===== config.mk =====
export PLATFORM = sky130hd
export DESIGN_NAME = fault_query_engine
export DESIGN_NICKNAME = d
export VERILOG_FILES = /design/src/rtl/fault_query_pkg.sv /design/src/rtl/fault_query_dp.sv /design/src/rtl/fault_query_ctrl.sv /design/src/rtl/fault_query_engine.sv
export SDC_FILE = /design/constraint.sdc
export NUM_CORES = 1
export LEC_CHECK = 0
export BUFFER_PORTS_ARGS = -buffer_cell sky130_fd_sc_hd__buf_4
export CAP_MARGIN = 20
export CORE_UTILIZATION = 44
export CTS_CLUSTER_SIZE = 28
export DETAILED_ROUTE_END_ITERATION = 16
export PLACE_DENSITY = 0.7
export SLEW_MARGIN = 25
export SYNTH_ARGS = -nofsm -noshare
export SYNTH_HDL_FRONTEND = slang
export SYNTH_SLANG_ARGS = --single-unit

===== constraint.sdc =====
create_clock -name clk -period 1.25 [get_ports clk]
set_clock_uncertainty 0.2 [all_clocks]
set_input_delay 0.25 -clock clk [delete_from_list [all_inputs] [get_ports clk]]
set_output_delay 0.25 -clock clk [all_outputs]
set_load 0.03 [all_outputs]

===== src/rtl/fault_query_pkg.sv =====
package fault_query_pkg;

  // Strobes from control to datapath
  typedef struct packed {
    logic holdOff;   // query state active: outputs held off, no fault echo
    logic answerEn;  // query state and high-side all high: answer a cause query
  } query_ctl_t;

  typedef enum logic {
    ST_RUN  = 1'b0,
    ST_DIAG = 1'b1
  } query_state_e;

endpackage


===== src/rtl/fault_query_dp.sv =====
module fault_query_dp
  import fault_query_pkg::*;
#(
  parameter int NUM_PH     = 3,
  parameter int STABLE_CYC = 4
) (
  input  logic              clk,
  input  logic              rstN,
  input  logic              faultActive,
  input  logic [NUM_PH:0]   causeBits,
  input  logic [NUM_PH-1:0] hiCmd,
  input  logic [NUM_PH-1:0] loCmd,
  input  query_ctl_t        ctl,
  output logic              patAllHigh,
  output logic              patLeave,
  output logic              patHiHigh,
  output logic              pinLowQ
);

  localparam int PAT_W = 2 * NUM_PH;
  localparam int CNT_W = (STABLE_CYC > 2) ? $clog2(STABLE_CYC) : 1;
  localparam logic [CNT_W-1:0] CNT_TOP = CNT_W'(STABLE_CYC - 1);

  logic [PAT_W-1:0] rawPat;
  logic [PAT_W-1:0] rawQ;
  logic [PAT_W-1:0] filtPat;
  logic [CNT_W-1:0] holdCnt;
  logic [NUM_PH-1:0] filtHi;
  logic [NUM_PH-1:0] filtLo;
  logic [NUM_PH:0]   selVec;
  logic              queryHit;

  assign rawPat = {hiCmd, loCmd};

  // Stability filter: a pattern passes only after STABLE_CYC unchanged samples
  always_ff @(posedge clk) begin
    if (!rstN) begin
      rawQ    <= '0;
      holdCnt <= '0;
      filtPat <= '0;
    end else begin
      rawQ <= rawPat;
      if (rawPat != rawQ) begin
        holdCnt <= '0;
      end else if (holdCnt != CNT_TOP) begin
        holdCnt <= holdCnt + 1'b1;
      end
      if (holdCnt == CNT_TOP) begin
        filtPat <= rawQ;
      end
    end
  end

  assign filtHi = filtPat[PAT_W-1:NUM_PH];
  assign filtLo = filtPat[NUM_PH-1:0];

  assign patHiHigh  = &filtHi;
  assign patAllHigh = patHiHigh && (&filtLo);
  assign patLeave   = (filtHi == '0) && (&filtLo);

  // Query select: one-low patterns pick per-phase causes, all-low picks the supply bit
  genvar k;
  generate
    for (k = 0; k < NUM_PH; k++) begin : g_sel
      assign selVec[k] = patHiHigh && (filtLo == ~(NUM_PH'(1) << k));
    end
  endgenerate
  assign selVec[NUM_PH] = patHiHigh && (filtLo == '0);

  assign queryHit = |(selVec & causeBits);

  // Fault pin driver
  always_ff @(posedge clk) begin
    if (!rstN) begin
      pinLowQ <= 1'b0;
    end else if (ctl.answerEn) begin
      pinLowQ <= queryHit;
    end else if (ctl.holdOff) begin
      pinLowQ <= 1'b0;
    end else begin
      pinLowQ <= faultActive;
    end
  end

  AST_SEL_ONEHOT: assert property (@(posedge clk) disable iff (!rstN)
    $onehot0(selVec));

  AST_FILTER_FROM_INPUT: assert property (@(posedge clk) disable iff (!rstN)
    !$stable(filtPat) |-> (filtPat == $past(rawQ)));

  AST_RELEASE_UNLISTED: assert property (@(posedge clk) disable iff (!rstN)
    (ctl.holdOff && !patHiHigh) |=> !pinLowQ);

endmodule


===== src/rtl/fault_query_ctrl.sv =====
module fault_query_ctrl
  import fault_query_pkg::*;
(
  input  logic       clk,
  input  logic       rstN,
  input  logic       faultActive,
  input  logic       patAllHigh,
  input  logic       patLeave,
  input  logic       patHiHigh,
  output query_ctl_t ctl
);

  query_state_e state;
  query_state_e stateNxt;

  always_comb begin
    stateNxt = state;
    unique case (state)
      ST_RUN:  if (faultActive && patAllHigh) stateNxt = ST_DIAG;
      ST_DIAG: if (patLeave)                  stateNxt = ST_RUN;
      default: stateNxt = ST_RUN;
    endcase
  end

  always_ff @(posedge clk) begin
    if (!rstN) begin
      state <= ST_RUN;
    end else begin
      state <= stateNxt;
    end
  end

  assign ctl.holdOff  = (state == ST_DIAG);
  assign ctl.answerEn = (state == ST_DIAG) && patHiHigh;

  AST_ENTER_NEEDS_FAULT: assert property (@(posedge clk) disable iff (!rstN)
    $rose(ctl.holdOff) |-> $past(faultActive));

  AST_ENTER_PATTERN: assert property (@(posedge clk) disable iff (!rstN)
    $rose(ctl.holdOff) |-> $past(patAllHigh));

  AST_EXIT_PATTERN: assert property (@(posedge clk) disable iff (!rstN)
    $fell(ctl.holdOff) |-> $past(patLeave));

endmodule


===== src/rtl/fault_query_engine.sv =====
module fault_query_engine
  import fault_query_pkg::*;
#(
  parameter int NUM_PH     = 3,
  parameter int STABLE_CYC = 4
) (
  input  logic              clk,
  input  logic              rstN,
  input  logic              faultActive,
  input  logic [NUM_PH:0]   causeBits,
  input  logic [NUM_PH-1:0] hiCmd,
  input  logic [NUM_PH-1:0] loCmd,
  output logic              faultPinLow,
  output logic              diagActive,
  output logic              driveHold
);

  query_ctl_t ctl;
  logic patAllHigh;
  logic patLeave;
  logic patHiHigh;
  logic pinLowQ;

  fault_query_dp #(
    .NUM_PH    (NUM_PH),
    .STABLE_CYC(STABLE_CYC)
  ) u_dp (
    .clk        (clk),
    .rstN       (rstN),
    .faultActive(faultActive),
    .causeBits  (causeBits),
    .hiCmd      (hiCmd),
    .loCmd      (loCmd),
    .ctl        (ctl),
    .patAllHigh (patAllHigh),
    .patLeave   (patLeave),
    .patHiHigh  (patHiHigh),
    .pinLowQ    (pinLowQ)
  );

  fault_query_ctrl u_ctrl (
    .clk        (clk),
    .rstN       (rstN),
    .faultActive(faultActive),
    .patAllHigh (patAllHigh),
    .patLeave   (patLeave),
    .patHiHigh  (patHiHigh),
    .ctl        (ctl)
  );

  assign faultPinLow = pinLowQ;
  assign diagActive  = ctl.holdOff;
  assign driveHold   = ctl.holdOff;

  AST_HOLD_IN_DIAG: assert property (@(posedge clk) disable iff (!rstN)
    diagActive |-> driveHold);

endmodule


==> impl_metrics.yaml <==
status:
  outcome: "complete, but fails checks"
  violations: "setup timing"
global_routing:
  grt_max_degree: 17
  grt-ovfl-total: 0
  first_global_vias: 529
  track_usage_pct: 20.2
  grt_pass1_wl_microns: 2160
  grt_antenna_before_repair: 0
clock_tree:
  cts_sinks: 16
  cts_tree: "yes"
  clock_path_buffers: 2
  h-tree-depth: 1
  clkTransAtPathRegs_ns: 0.09
  clk_latency_ns: 0.29
  cts-buffers-inserted: 3
  cts_root_buffer: "clkbuf_4"
timing:
  period_share_pct: 103
  worst_slew_pin_slew_ns: 0.250
  final.min_clock_period_ns: 1.28
  setup_ws_ns: -0.0337
  rsz0062_at_grt: "true"
  clock.fmax_mhz: 779
  setup_violations: 3
  slew_violations: 0
  finalHoldViolations: 0
  fin_hold_ws_ns: 0.0888
  relSlewSlack_pct: 83.2
final_layout:
  drive_gt1_share_pct: 45.0
  nets: 115
  n_antenna_cell: 0
  fin_area_sq_um: 1060
  area_growth_pct: 57.1
critical_path:
  reg2reg_to: "u_ctrl.state$_SDFF_PN0_"
  reg2reg_slack_ns: -0.03
  cp-start-kind: "flop"
  worstPathMaxFanout: 4
  max_stage_delay_ns: 0.38
  crit_path_end_kind: "primary output"
  reg2reg_depth: 3
  rr_startpoint: "u_dp.filtPat[3]$_SDFFE_PN0N_"
  critPathKind: "reg2out"
  crit_chain: "buf_4"
  cpMaxStageDelayCell: "dfxtp_4"
  path_buf_inv: 1
  critPathArrivalTime_ns: 0.83
  critPathRequiredTime_ns: 0.80
  path_delay_family: "flip-flops"
drt:
  dr.pass1.iters: 4
  wirelength_microns: 1620
  viasPerCell: 5.17
  wire_per_inst_microns: 14.1
  drc: 0
  num_vias: 595
  drtAntennaViolNets: 0
  drt_iter0_drc: 7
synthesis:
  yosys.cell_types.count: 23
  synthCells: 64
  syn_area_per_cell_sq_um: 10.6
  syn_nets: 78
  synth_top_cells_by_area: "dfxtp_1 (47%), mux2i_1 (10%), xnor2_1 (7.8%), and2_1 (5.5%), nor2b_1 (5.5%)"
  post-synth-top-count-cell: "dfxtp_1"
  yosys_warnings: 0
  synth_top_area_share_pct: 47.3
  synth_edf_count: 0
  ys.flop_type: "dfxtp_1"
  ys_seq_area_share_pct: 47.3
  synthArstFlopShare_pct: 0
  ys_ff_latch: 16
  ys_top_cells_by_count: "dfxtp_1 (16), mux2i_1 (7), and2_1 (6), nor2b_1 (6), xnor2_1 (6)"
  yosys.area.top_type: "dfxtp_1"
  syn_area_sq_um: 677
die:
  die_area_sq_um: 1700
  die_w_microns: 41.2
  initial_core_util_pct: 49.5
  coreArea_sq_um: 1370
  die_h_microns: 41.2
  std_cell_rows: 13
  ios: 16
min_path:
  holdPathEnd: "u_dp.filtPat[5]$_SDFFE_PN0N_"
  hp-start: "rstN"
  hold_path_depth: 2
  hold_path_class: "in2reg"
placement:
  io_buffers: 15
  place_area_sq_um: 845
  dpl.hpwl_microns: 905
  place_ws_ns: -0.0103
  place.gp.congestion: 0.671
power_and_ir_drop:
  power_density_nw_per_um2: 908
  p_leak_nw: 0.425
  finalPower_w: 0.000966
  peakVddDrop_v: 0.000667
run:
  drv_cap: 0
-- flip-flops by register name (all words and copies together), names as in the netlist --
signal        flops
u_dp.pinLowQ      1
u_dp.holdCnt      2
u_ctrl.state      1
u_dp.filtPat      6
u_dp.rawQ         6
-- layout by cell type (no fill, tap or decap), drive strengths merged --
master,instances
a311oi,1
dlygate4sd3,7
nand3,3
mux2i,7
xnor2,6
clkbuf,4
o211a,1
dfxtp,16
a21boi,1
nor3b,1
or3b,1
and3,1
o41ai,1
nand3b,2
nand4,2
nor2b,6
o31ai,1
and2,6
nor3,2
buf,28
nand2,1
xor2,1
ha,1
-- repair_timing --
action | 4_1_cts | 5_1_grt
endpoints found under the hold margin | 7 | 0
buffers inserted | 2 | 4
hold buffers | 7 | 0
setup endpoints to repair | 9 | 12
resized for setup | 9 | 13
pin swaps | 1 | 4
-- how the worst max path moves through the flow --
stage | start | slack (ns) | to | cells past startpoint
4_1_cts | u_ctrl.state$_SDFF_PN0_ | -0.01 | diagActive | 1
2_1_floorplan | u_dp.filtPat[2]$_SDFFE_PN0N_ | 0.02 | u_ctrl.state$_SDFF_PN0_ | 3
3_3_place_gp | u_dp.holdCnt[0]$_SDFFE_PP0P_ | 0.01 | u_dp.filtPat[3]$_SDFFE_PN0N_ | 4
6_report | u_ctrl.state$_SDFF_PN0_ | -0.03 | driveHold | 1
5_1_grt | u_ctrl.state$_SDFF_PN0_ | -0.06 | driveHold | 1
3_5_place_dp | u_dp.holdCnt[0]$_SDFFE_PP0P_ | -0.01 | u_dp.filtPat[1]$_SDFFE_PN0N_ | 4
-- metal layers --
layer / GRT usage, % / share of wire, % / vias to the layer above
li1: - / - / 299
met1: 22.4 / 43 / 278
met2: 35.5 / 51 / 13
met3: 3.26 / 3.8 / 5
met4: 12.1 / 2.1 / 0
met5: 0 / 0 / -
-- cell type report --
type	count	area, sq um
timing repair buffer	35	299
clock buffer	4	36.3
sequential	16	339
multi-input combinational	45	370
tap	15	18.8
fill	91	303
-- report_power, final --
group | internal, W | switching, W
Sequential | 0.000515 | 0.00000899
Clock | 0.000177 | 0.000165
Combinational | 0.0000668 | 0.0000331
-- cells by family (layout without fill, tap and decap cells) --
group | count (synthesis) | count (layout) | share of synthesized area, %
adder cells (fa/ha/maj) | 1 | 1 | 1.85
multiplexers | 7 | 7 | 10.4
flip-flops | 16 | 16 | 47.3
buffers and inverters | 3 | 39 | 2.40
AO/OA/AOI/OAI | 5 | 5 | 6.29
AND/OR/NAND/NOR | 25 | 25 | 22.7
XOR/XNOR | 7 | 7 | 9.06
-- stage by stage --
step	utilization [%]	cells	setup TNS (ns)
after floorplan	-	64	0
after global placement	61.8	98	0
after detailed placement	61.8	98	-0.0224
after CTS	71.7	111	-0.0270
after global routing	77.8	115	-0.196
final	77.8	115	-0.0906
Note: power is estimated with default switching activity, not from simulation.
